[src/rtl/fis_pkg.sv]
package fis_pkg;
  localparam int REG_W        = 32;
  localparam int RX_FLAG_BIT  = 4;
  localparam int TX_FLAG_BIT  = 12;
  localparam int DONE_BIT     = 16;
  localparam int TX_FLUSH_BIT = 8;
  localparam int RX_FLUSH_BIT = 9;
  localparam int RX_CNT_LSB   = 0;
  localparam int TX_CNT_LSB   = 16;

  typedef struct packed {
    logic done;
    logic tx_low;
    logic rx_high;
  } ev_t;

  // receive queue is "nearly full" at three quarters of its depth
  function automatic int thresh_high(input int depth);
    return (depth * 3) / 4;
  endfunction

  // transmit queue is "nearly empty" at one quarter of its depth
  function automatic int thresh_low(input int depth);
    return depth / 4;
  endfunction

  function automatic ev_t bits_to_ev(input logic [REG_W-1:0] w);
    ev_t e;
    e.rx_high = w[RX_FLAG_BIT];
    e.tx_low  = w[TX_FLAG_BIT];
    e.done    = w[DONE_BIT];
    return e;
  endfunction

  function automatic logic [REG_W-1:0] ev_to_bits(input ev_t e);
    logic [REG_W-1:0] w;
    w = '0;
    w[RX_FLAG_BIT] = e.rx_high;
    w[TX_FLAG_BIT] = e.tx_low;
    w[DONE_BIT]    = e.done;
    return w;
  endfunction
endpackage

[src/rtl/fis_fifo.sv]
module fis_fifo #(
  parameter int DEPTH = 64,
  parameter int DW    = 8,
  localparam int AW   = $clog2(DEPTH),
  localparam int CW   = AW + 1
) (
  input  logic          clk,
  input  logic          rst_n,
  input  logic          flush,
  input  logic          push,
  input  logic [DW-1:0] wdata,
  input  logic          pop,
  output logic [DW-1:0] rdata,
  output logic [CW-1:0] count
);
  logic [DW-1:0] mem [DEPTH];
  logic [AW-1:0] wp, rp;
  logic          full, empty, push_ok, pop_ok;

  function automatic logic [AW-1:0] ptr_next(input logic [AW-1:0] p);
    return (p == AW'(DEPTH - 1)) ? '0 : p + AW'(1);
  endfunction

  assign full    = (count == CW'(DEPTH));
  assign empty   = (count == '0);
  assign push_ok = push & ~full;
  assign pop_ok  = pop & ~empty;
  assign rdata   = mem[rp];

  always_ff @(posedge clk) begin
    if (!rst_n) begin
      wp    <= '0;
      rp    <= '0;
      count <= '0;
    end else if (flush) begin
      wp    <= '0;
      rp    <= '0;
      count <= '0;
    end else begin
      if (push_ok) wp <= ptr_next(wp);
      if (pop_ok)  rp <= ptr_next(rp);
      count <= count + CW'(push_ok) - CW'(pop_ok);
    end
  end

  always_ff @(posedge clk) begin
    if (push_ok && !flush) mem[wp] <= wdata;
  end

  AST_NO_OVERFLOW: assert property (@(posedge clk) disable iff (!rst_n)
    count <= CW'(DEPTH));
  AST_FULL_PUSH_IGNORED: assert property (@(posedge clk) disable iff (!rst_n)
    (full && push && !pop && !flush) |=> $stable(count));
  AST_EMPTY_POP_IGNORED: assert property (@(posedge clk) disable iff (!rst_n)
    (empty && pop && !push && !flush) |=> (count == '0));
  AST_FLUSH_EMPTY: assert property (@(posedge clk) disable iff (!rst_n)
    flush |=> (count == '0));
endmodule

[src/rtl/fis_level_mon.sv]
module fis_level_mon #(
  parameter int CW     = 7,
  parameter int THRESH = 48,
  parameter bit ABOVE  = 1'b1
) (
  input  logic [CW-1:0] cnt,
  output logic          hit
);
  generate
    if (ABOVE) begin : g_at_or_above
      assign hit = (cnt >= CW'(THRESH));
    end else begin : g_at_or_below
      assign hit = (cnt <= CW'(THRESH));
    end
  endgenerate
endmodule

[src/rtl/fis_irq_regs.sv]
module fis_irq_regs
  import fis_pkg::*;
(
  input  logic             clk,
  input  logic             rst_n,
  input  logic             rx_hit,
  input  logic             tx_hit,
  input  logic             done,
  input  logic             ien_we,
  input  logic [REG_W-1:0] ien_wdata,
  input  logic             ists_we,
  input  logic [REG_W-1:0] ists_wdata,
  output logic [REG_W-1:0] ien_q,
  output logic [REG_W-1:0] ists_q,
  output logic             irq
);
  ev_t en_r, st_r, set_v, clr_v;
  logic wr_unused;

  assign wr_unused = ^{ien_wdata, ists_wdata};
  assign set_v     = '{done: done, tx_low: tx_hit, rx_high: rx_hit};
  assign clr_v     = ists_we ? bits_to_ev(ists_wdata) : '0;

  always_ff @(posedge clk) begin
    if (!rst_n) begin
      en_r <= '0;
      st_r <= '0;
    end else begin
      if (ien_we) en_r <= bits_to_ev(ien_wdata);
      st_r <= (st_r & ~clr_v) | set_v;
    end
  end

  assign ien_q  = ev_to_bits(en_r);
  assign ists_q = ev_to_bits(st_r);
  assign irq    = |(st_r & en_r);

  AST_RX_FLAG_SET: assert property (@(posedge clk) disable iff (!rst_n)
    rx_hit |=> ists_q[RX_FLAG_BIT]);
  AST_TX_FLAG_SET: assert property (@(posedge clk) disable iff (!rst_n)
    tx_hit |=> ists_q[TX_FLAG_BIT]);
  AST_DONE_SET: assert property (@(posedge clk) disable iff (!rst_n)
    done |=> ists_q[DONE_BIT]);
  AST_DONE_HOLD: assert property (@(posedge clk) disable iff (!rst_n)
    (ists_q[DONE_BIT] && !ists_we) |=> ists_q[DONE_BIT]);
  AST_CLEAR_TAKES: assert property (@(posedge clk) disable iff (!rst_n)
    (ists_we && ists_wdata[DONE_BIT] && !done) |=> !ists_q[DONE_BIT]);
  AST_IRQ_QUIET: assert property (@(posedge clk) disable iff (!rst_n)
    (ists_q == '0) |-> !irq);
endmodule

[src/rtl/fis_unit.sv]
module fis_unit
  import fis_pkg::*;
#(
  parameter int DEPTH = 64,
  parameter int DW    = 8,
  localparam int CW   = $clog2(DEPTH) + 1
) (
  input  logic             clk,
  input  logic             rst_n,
  input  logic             tx_push,
  input  logic [DW-1:0]    tx_push_data,
  input  logic             tx_pop,
  output logic [DW-1:0]    tx_pop_data,
  input  logic             rx_push,
  input  logic [DW-1:0]    rx_push_data,
  input  logic             rx_pop,
  output logic [DW-1:0]    rx_pop_data,
  input  logic             xfer_done,
  input  logic             ctl_we,
  input  logic [REG_W-1:0] ctl_wdata,
  input  logic             ien_we,
  input  logic [REG_W-1:0] ien_wdata,
  input  logic             ists_we,
  input  logic [REG_W-1:0] ists_wdata,
  output logic [REG_W-1:0] fifo_sts,
  output logic [REG_W-1:0] ien,
  output logic [REG_W-1:0] ists,
  output logic             irq
);
  logic [CW-1:0] tx_cnt, rx_cnt;
  logic          tx_flush, rx_flush;
  logic          rx_high_lvl, tx_low_lvl;
  logic          ctl_unused;

  assign ctl_unused = ^ctl_wdata;
  assign tx_flush   = ctl_we & ctl_wdata[TX_FLUSH_BIT];
  assign rx_flush   = ctl_we & ctl_wdata[RX_FLUSH_BIT];

  fis_fifo #(.DEPTH(DEPTH), .DW(DW)) u_tx_fifo (
    .clk(clk), .rst_n(rst_n), .flush(tx_flush),
    .push(tx_push), .wdata(tx_push_data),
    .pop(tx_pop), .rdata(tx_pop_data), .count(tx_cnt)
  );

  fis_fifo #(.DEPTH(DEPTH), .DW(DW)) u_rx_fifo (
    .clk(clk), .rst_n(rst_n), .flush(rx_flush),
    .push(rx_push), .wdata(rx_push_data),
    .pop(rx_pop), .rdata(rx_pop_data), .count(rx_cnt)
  );

  fis_level_mon #(.CW(CW), .THRESH(thresh_high(DEPTH)), .ABOVE(1'b1)) u_rx_mon (
    .cnt(rx_cnt), .hit(rx_high_lvl)
  );

  fis_level_mon #(.CW(CW), .THRESH(thresh_low(DEPTH)), .ABOVE(1'b0)) u_tx_mon (
    .cnt(tx_cnt), .hit(tx_low_lvl)
  );

  fis_irq_regs u_irq (
    .clk(clk), .rst_n(rst_n),
    .rx_hit(rx_high_lvl), .tx_hit(tx_low_lvl), .done(xfer_done),
    .ien_we(ien_we), .ien_wdata(ien_wdata),
    .ists_we(ists_we), .ists_wdata(ists_wdata),
    .ien_q(ien), .ists_q(ists), .irq(irq)
  );

  always_comb begin
    fifo_sts = '0;
    fifo_sts[RX_CNT_LSB +: CW] = rx_cnt;
    fifo_sts[TX_CNT_LSB +: CW] = tx_cnt;
  end

  AST_TX_FLUSH_WORD: assert property (@(posedge clk) disable iff (!rst_n)
    tx_flush |=> (fifo_sts[TX_CNT_LSB +: CW] == '0));
  AST_RX_FLUSH_WORD: assert property (@(posedge clk) disable iff (!rst_n)
    rx_flush |=> (fifo_sts[RX_CNT_LSB +: CW] == '0));
  AST_RX_COUNT_STEP: assert property (@(posedge clk) disable iff (!rst_n)
    (!rx_push && !rx_pop && !rx_flush) |=> $stable(rx_cnt));
endmodule

[config.mk]
export PLATFORM = sky130hd
export DESIGN_NAME = fis_unit
export DESIGN_NICKNAME = d
export VERILOG_FILES = /design/src/rtl/fis_pkg.sv /design/src/rtl/fis_fifo.sv /design/src/rtl/fis_level_mon.sv /design/src/rtl/fis_irq_regs.sv /design/src/rtl/fis_unit.sv
export SDC_FILE = /design/constraint.sdc
export NUM_CORES = 1
export LEC_CHECK = 0
export BUFFER_PORTS_ARGS = -buffer_cell sky130_fd_sc_hd__buf_2
export CAP_MARGIN = 20
export CORE_UTILIZATION = 65
export DETAILED_ROUTE_END_ITERATION = 6
export MAX_ROUTING_LAYER = met4
export PLACE_DENSITY_LB_ADDON = 0.3
export SKIP_LAST_GASP = 1
export SYNTH_ARGS = -nofsm -noshare
export SYNTH_HDL_FRONTEND = slang
export SYNTH_SLANG_ARGS = --single-unit
[constraint.sdc]
create_clock -name clk -period 8.2 [get_ports clk]
set_clock_uncertainty 0.05 [all_clocks]
set_input_delay 0 -clock clk [delete_from_list [all_inputs] [get_ports clk]]
set_output_delay 0 -clock clk [all_outputs]
set_load 0.02 [all_outputs]
Word-level counts from Yosys, hierarchy flattened
Memories as Yosys holds them, arrays and structs flattened. A register that Yosys moved wholly into a read port is not among the register bits.
Index checks and enable logic that the tools add are counted.

operators by class
  $add $sub $neg = 8
  shift-type cells = 0
  magnitude comparators = 2
  multiplexer cells = 13
  divide/modulo/power cells = 0
  multipliers = 0
  equality and inequality tests = 6
  reductions and logical operators = 9
  bitwise gates (word level) = 15

operator list
  cell                                                                                 number
  6-bit two-way mux                                                                    8
  6-bit by 1-bit adder with 6-bit output, second input constant                        4
  6-bit equality test, second input constant                                           4
  7-bit by 1-bit adder with 7-bit output                                               2
  7-bit equality test, second input constant                                           2
  7-bit logical NOT                                                                    2
  7-bit by 1-bit subtractor with 7-bit output                                          2
  7-bit by 6-bit greater-or-equal comparator with 1-bit output, second input constant  1
  7-bit by 5-bit less-or-equal comparator with 1-bit output, second input constant     1
  1-bit AND                                                                            6
  3-bit AND                                                                            2
  1-bit inverter                                                                       5
  1-bit two-way mux                                                                    4
  2-bit OR reduction                                                                   2
  3-bit two-way mux                                                                    1
  3-bit inverter                                                                       1
  3-bit bitwise OR                                                                     1
  3-bit OR reduction                                                                   1
  1-bit logical AND                                                                    2
  1-bit logical NOT                                                                    2

word-level totals
  bits in read-only memories = 0
  memories kept = 2
  input bits = 122
  flip-flop bits (word level) = 44
  word-level logic and storage cells = 67
  latch bits = 0
  RAM bits = 1024

memory list
  name           depth  width  read ports  clocked after memory_dff  wr ports  line            source
  u_rx_fifo.mem  64     8      1           1                         1         fis_fifo.sv:16  logic [DW-1:0] mem [DEPTH];
  u_tx_fifo.mem  64     8      1           1                         1         fis_fifo.sv:16

Depth between registers and ports, before layout
Gate-level depths: netlist (run 1).

  depth in word-level cells = 6
  depth in mapped cells = 14
  depth with buffers taken out = 14

Modules after synthesis
From an unflattened synthesis (run 1), not the netlist that was laid out.

unflattened totals
  cells, all modules = 2187
  area total of the unflattened synthesis = 42971.2 µm²

by module, submodules not included
  module                    cells each  area each (µm²)  sequential area each (µm²)  times used
  fis_fifo (u_rx_fifo)      1071        21134.0          15875.2                     1
  fis_fifo (u_tx_fifo)      1010        20991.4          15875.2                     1
  fis_irq_regs              82          666.9            120.1                       1
  fis_unit                  21          151.4            0.0                         1
  fis_level_mon (u_tx_mon)  2           20.0             0.0                         1
  fis_level_mon (u_rx_mon)  1           7.5              0.0                         1

Least setup slack after synthesis (run 1)
OpenSTA, ideal clock, no wires.

  path kind = register to register
  from = register u_rx_fifo.count[4]
  to = register u_rx_fifo.count[6]
  path slack = 5.037 ns
  stages on the path, launching flop included = 15
  data required time = 8.027 ns
  setup time = 0.123 ns
  path buffers = 0
  arrival = 2.990 ns
  period minus slack after synthesis = 3.163 ns
  path through = dfxtp_1 -> inv_1 -> ha_1 -> a41oi_1 -> ha_1 -> inv_1 -> ha_1 -> inv_1 -> fa_1 -> nand2b_1 -> a21oi_1 -> o21ai_0 -> a21oi_1 -> o21a_1 -> nor3_1

between the ends
  longest elaborated chain between the ends = 5

RTL lines
  what                                             line            source
  from (decl)                                      fis_fifo.sv:14  output logic [CW-1:0] count
  from (signal assigned)                           fis_fifo.sv:42  count <= count + CW'(push_ok) - CW'(pop_ok);
  7-bit equality test                              fis_fifo.sv:24  assign full = (count == CW'(DEPTH));
  1-bit inverter                                   fis_fifo.sv:26  assign push_ok = push & ~full;
  1-bit AND                                        fis_fifo.sv:26
  7-bit by 1-bit adder with 7-bit output           fis_fifo.sv:42
  7-bit by 1-bit subtractor with 7-bit output (*)  fis_fifo.sv:42

Every way passes the cells marked *; elsewhere a longest branch is shown, timed or not.
A chain may end at the register's enable or synchronous reset.

==> results.md, run 1 <==
* Status: finished clean
* Antenna violations before repair at 0
* Hold_ws at 0.157 ns
* Via count at 21906
* EDFF count, synth at 1024
* Crit Path Max Fanout at 58
* Worst Hold End: u_tx_fifo.mem[59][7]
* Startpoint Class: flop
* VDD IR max at 0.276 mV
* Routability congestion estimate at 0.879
* Post-route ant nets at 0
* Number of diodes at 0
* Setup-failing EPs final at 0
* Max_slew headroom at 31.2%
* Reg2reg setup slack at 4.64 ns
* Clk pin slew, worst setup/hold paths at 0.07 ns
* Synth Cell Area at 43000 um2
* Area grow syn2layout at 11.2%
* PortBufs at 70
* Worst endpoint required time at 8.15 ns
* Final WL at 94700 um
* Die Area at 67200 um2
* Post-Route Setup TNS at 0 ns
* FF+latch count, synth at 1080
* First-pass GRT wire length at 140000 um
* Post-synth cell types at 58
* Final period util at 52.5%
* Register area share after synthesis at 74.1%
* Largest net degree at the start of global routing at 65
* Ys Warns at 0
* Postcts setup bufs at 0
* H-tree lvl count at 3
* GRT overflow at 0
* Most frequent cells in the layout: edfxtp_1 (1024), mux4_2 (238), nor2_1 (196), clkbuf_16 (109), mux2i_1 (77)
* Multiplexer share of the synthesized area at 15.3%
* HP Start: tx_push_data[7]
* Hpwl dp at 53900 um
* Fin cells at 3280
* Worst hold stages at 2
* I/O pins at 235
* Final hold vios at 0
* Unrepaired setup endpoints after global routing: false
* Total Routing Usage GR at 29.4%
* Fin crit period at 4.30 ns
* Synth Area in Adders at 0.849%
* Seq. cell area at 31900 um2
* Post-Synth XOR/XNOR Area at 0.427%
* Share of cells above drive strength 1 at 21.9%
* Slew @ Worst Pin at 1.01 ns
* DRC viols at 0
* F_max at 232 MHz
* Clk sink count at 1080
* Die width at 259 um
* Area share of the largest cell type after synthesis at 71.5%
* Register-to-Register Path Depth at 14
* Critical path class: reg -> out
* Area contributors post-synth: edfxtp_1 (71%), mux4_2 (12%), dfxtp_1 (2.6%)
* Nets at 2488
* Synth Area in Simple Gates at 3.44%
* Clk buf depth at 3
* Routed wire per std cell at 28.9 um
* Number of fill cells in the layout at 3475
* Post-Synthesis Mean Instance Area at 19.5 um2
* PD cells at 262 nW/um2
* Most common cell after layout, fill and taps aside: edfxtp_1
* Main synth FF type: edfxtp_1
* Slew Limit Fails at 0
* Root buffer cell: clkbuf_16
* 1st-pass router iterations at 6
* Leak pwr at 15.0 nW
* Crit. End Element: primary output
* Initial Util at 66.3%
* Worst reg2reg startpoint: u_rx_fifo.count[4]
* Core area at 64900 um2
* Max-Cap Viols at 0
* Post-synthesis instance total at 2203
* Synth Area in Compound Gates at 2.90%
* R2r endpoint: u_rx_fifo.count[6]
* Dpl cells at 3029
* Critical Path AT at 4.25 ns
* TritonCTS clock tree: built
* 1st-iter DRT viols at 2597
* Number of core rows at 93
* Largest family of logic cells by synthesized area: multiplexers
* Die Ht at 259 um
* Post-synth ARST share at 0%
* Clock Latency Late Sink at 0.67 ns
* Vias in the first global route at 22417
* Total CTS buffers at 105
* Via/cell ratio at 6.68
* Post-synth top area cell: edfxtp_1
* Multi-input gate area at 10100 um2
* Hold Crit Class: in -> reg
## repair_timing
item,4_1_cts,5_1_grt
hold buffers,24,16
endpoints found under the hold margin,39,759
resized for setup,0,0
## metal layers
| metal | up-vias | global-route usage [%] | wire length, um |
|---|---|---|---|
| li1 | 9031 | - | - |
| met1 | 11311 | 37.4 | 34500 |
| met2 | 1340 | 48.4 | 49200 |
| met3 | 224 | 4.07 | 7260 |
| met4 | 0 | 11.6 | 3730 |
| met5 | - | - | 0 |
## flip-flops by register name, summed over array words and instances, names as in the netlist, named ones only
name / count
u_rx_fifo.wp: 6
u_tx_fifo.mem: 512
u_rx_fifo.mem: 512
u_tx_fifo.wp: 6
u_tx_fifo.count: 7
u_irq.ien_q: 3
u_tx_fifo.rp: 6
u_rx_fifo.rp: 6
u_irq.ists_q: 3
u_rx_fifo.count: 7
## critical path, cell delays in order (launching register included)
cell       delay, ns
dfxtp_4         0.92
buf_12          0.45
mux4_2          0.57
nor2b_1         0.14
a2111oi_0       0.84
o31ai_1         0.30
buf_2           0.24
## synth_stat cells (5+ instances only)
| cell type | number |
|---|---|
| o22ai_1 | 12 |
| a211oi_1 | 16 |
| mux2_2 | 10 |
| dfxtp_1 | 56 |
| ha_1 | 26 |
| o21bai_1 | 6 |
| nor2b_1 | 24 |
| nand3_1 | 16 |
| a22oi_1 | 21 |
| buf_1 | 14 |
| inv_1 | 27 |
| nand2_1 | 51 |
| nand2b_1 | 7 |
| a2111oi_0 | 5 |
| a221oi_1 | 7 |
| mux4_1 | 13 |
| and3_1 | 8 |
| xnor2_1 | 9 |
| buf_4 | 103 |
| a21oi_1 | 32 |
| nand4_1 | 7 |
| buf_2 | 31 |
| a41oi_1 | 5 |
| or2_2 | 5 |
| clkbuf_1 | 35 |
| mux4_2 | 238 |
| nor2_1 | 196 |
| o31ai_1 | 11 |
| xor2_1 | 12 |
| o221ai_1 | 15 |
| mux2i_1 | 77 |
| buf_6 | 5 |
| edfxtp_1 | 1024 |
| o21ai_0 | 32 |
## logic make-up (layout without fill, tap and decap cells)
group / count (synthesis) / in the layout
AOI/OAI and AO/OA: 182 / 182
xor gates and xnor gates: 21 / 21
adders and majority gates: 28 / 28
buffers and inverters: 217 / 364
DFF: 1080 / 1080
muxes: 338 / 338
other: 1 / 76
and+or+nand+nor: 336 / 336
## where the power goes
group,switching (W),internal [W],leakage [nW]
Sequential,0.000110,0.00609,9.67
Combinational,0.000853,0.000708,3.65
Clock,0.00207,0.00272,1.69
Total,0.00303,0.00952,15.0
## stage by stage
step	power, W	area (um2)	worst slack [ns]	utilization [%]
after floorplan	0.00743	43300	5.04	-
after global placement	0.00777	43700	4.64	67.3
after detailed placement	0.00783	43700	4.62	67.3
after CTS	0.0125	47400	3.78	72.9
after global routing	0.0129	47900	3.70	73.7
final	0.0126	47900	3.90	73.7
## area by class of cell
type	instances	share of cell area, %
flip-flops and latches	1080	66.6
repair buffers	143	2.57
clock inverters	64	1.25
multi-input cells	981	21.2
well taps	855	2.23
inverters	27	0.212
clock buffers	130	5.92
## how the worst max path moves through the flow
stage	from	to	slack [ns]	cells past startpoint
final	flop	rx_pop_data[3]	3.90	6
after global placement	flop	rx_pop_data[7]	4.64	6
after CTS	flop	rx_pop_data[2]	3.78	6
after global routing	flop	rx_pop_data[0]	3.70	6
after detailed placement	flop	rx_pop_data[2]	4.62	6
after floorplan	u_rx_fifo.count[4]	u_rx_fifo.count[6]	5.04	14
No activity file was read; power rests on OpenSTA's default activity.
==> run 2, diff against run 1 <==
Settings changed: CORE_UTILIZATION 65 to 61.
Clock period 8.2 ns to 4.3 ns, I/O delays scaled along.
==> results.md, run 2 (synthesis gave the netlist of run 1 again) <==
* Total Routing Usage GR at 26.5%
* Fin crit period at 3.71 ns
* Routed wire per std cell at 27.3 um
* Initial Util at 61.6%
* P_int at 0.0182 W
* Top Registers: u_rx_fifo.mem: 512 flops, u_tx_fifo.mem: 512 flops
* Die Area at 71600 um2
* Combinational share of power at 12.7%
* Unrepaired setup endpoints after global routing: false
* Hold Crit Class: in -> reg
* Total CTS buffers at 103
* Leak pwr at 15.0 nW
* Number of fill cells in the layout at 4231
* Crit. End Element: primary output
* First-pass GRT wire length at 134000 um
* 1st-pass router iterations at 6
* Final WL at 92000 um
* NetSw at 0.00567 W
* Status: finished clean
* Number of diodes at 0
* I/O pins at 235
* PortBufs at 70
* WL met3 at 7670 um
* Startpoint Class: flop
* Clock power share at 37.7%
* Root buffer cell: clkbuf_16
* Die width at 268 um
* Nets at 2498
* Fin cells at 3375
* Most common cell after layout, fill and taps aside: edfxtp_1
* Core area at 69900 um2
* # resized after CTS at 0
* Setup-failing EPs final at 0
* Max-Cap Viols at 0
* Met2 wire length at 45300 um
* Cell Area, Placed at 44000 um2
* TritonCTS clock tree: built
* Critical Path AT at 3.66 ns
* Seq. cell area at 31900 um2
* Post-Route Setup TNS at 0 ns
* Switching share of power at 23.8%
* Vias in the first global route at 21361
* Top sig layer: met4
* Clk sink count at 1080
* F_max at 270 MHz
* Area grow syn2layout at 11.5%
* Antenna violations before repair at 1
* WL met1 at 36300 um
* DRC viols at 0
* Largest net degree at the start of global routing at 69
* Crit Path Max Fanout at 61
* Most frequent cells in the layout: edfxtp_1 (1024), mux4_2 (238), nor2_1 (196), clkbuf_16 (105), mux2i_1 (77)
* Max_slew headroom at 29.4%
* 1st-iter DRT viols at 2628
* Final period util at 86.2%
* Multi-input gate area at 10100 um2
* GRT overflow at 0
* Clock Latency Late Sink at 0.67 ns
* Number of core rows at 97
* Final hold vios at 0
* Share of cells above drive strength 1 at 21.8%
* VDD IR max at 0.398 mV
* Post-route ant nets at 0
* H-tree lvl count at 3
* Die Ht at 268 um
* PD cells at 496 nW/um2
* Clk pin slew, worst setup/hold paths at 0.06 ns
* Slew Limit Fails at 0
* Hpwl dp at 53200 um
* Worst endpoint required time at 4.25 ns
* Register share of total power at 49.6%
* Slew @ Worst Pin at 1.06 ns
* Via count at 21493
* Final Instance Area at 48000 um2
* Via/cell ratio at 6.37
* Critical path class: reg -> out
* Dpl cells at 3130
* Clk buf depth at 3
* Routability congestion estimate at 0.850
[run 2: cell types whose count changed in the layout (fill, tap and decap cells not counted), sizes merged]
cell          before  now
buf              102  116
bufinv             8    9
clkbuf           130  141
clkinv            49   37
clkinvlp           3    1
dlygate4sd3       40   39
dlymetal6s2s       1    0
[run 2: final timing paths]
kind | from | end | slack, ns | depth (start not counted)
hold reg to reg | u_tx_fifo.rp[1] | flop | 0.51 | 2
setup reg to reg | u_tx_fifo.count[4] | u_tx_fifo.mem[14][5] | 1.06 | 8
hold / removal | rx_push_data[5] | u_rx_fifo.mem[1][5] | 0.02 | 1
setup / recovery | flop | rx_pop_data[3] | 0.59 | 9
[run 2: area by class of cell]
class                           instances  share of cell area (%)
Multi-Input combinational cell        981                    21.1
Sequential cell                      1080                    66.4
Tap cell                              940                    2.45
Clock buffer                          141                    5.90
Inverter                               27                   0.211
Clock inverter                         51                    1.10
Timing Repair Buffer                  155                    2.76
[run 2: routing by layer]
layer / vias up / GRT usage, %
li1: 9045 / -
met1: 11078 / 36.7
met2: 1187 / 41.1
met3: 183 / 4.44
met4: 0 / 8.15
met5: - / -
[run 2: metrics by stage]
stage | worst slack (ns) | total power, W | hold slack [ns] | utilization [%]
global route | 0.518 | 0.0245 | 0.103 | 68.7
CTS | 0.657 | 0.0239 | 0.0369 | 68.1
floorplan | 1.14 | 0.0142 | 0.0489 | -
finish | 0.592 | 0.0238 | 0.0246 | 68.7
detailed placement | 1.11 | 0.0150 | 0.195 | 62.9
global placement | 1.20 | 0.0149 | 0.181 | 62.9
[run 2: critical path, cell delays in order (launching register included)]
cell and delay [ns]:
dfxtp_4 0.64, buf_12 0.44, buf_12 0.33, mux2i_1 0.17, o221ai_1 0.26, a21oi_1 0.10
a22oi_1 0.38, nand3_1 0.13, o31ai_1 0.18, buf_2 0.27
[run 2: timing repair]
item / CTS / global route
hold endpoints to repair: 71 / 702
setup buffers: 0 / 0
hold buffers: 25 / 14
[run 2: power by group through the flow]
stage	clock network, W	logic (W)	registers [W]
CTS	0.00905	0.00301	0.0118
global placement	0	0.00288	0.0120
detailed placement	0	0.00294	0.0120
floorplan	0	0.00221	0.0120
global route	0.00941	0.00325	0.0118
finish	0.00899	0.00303	0.0118
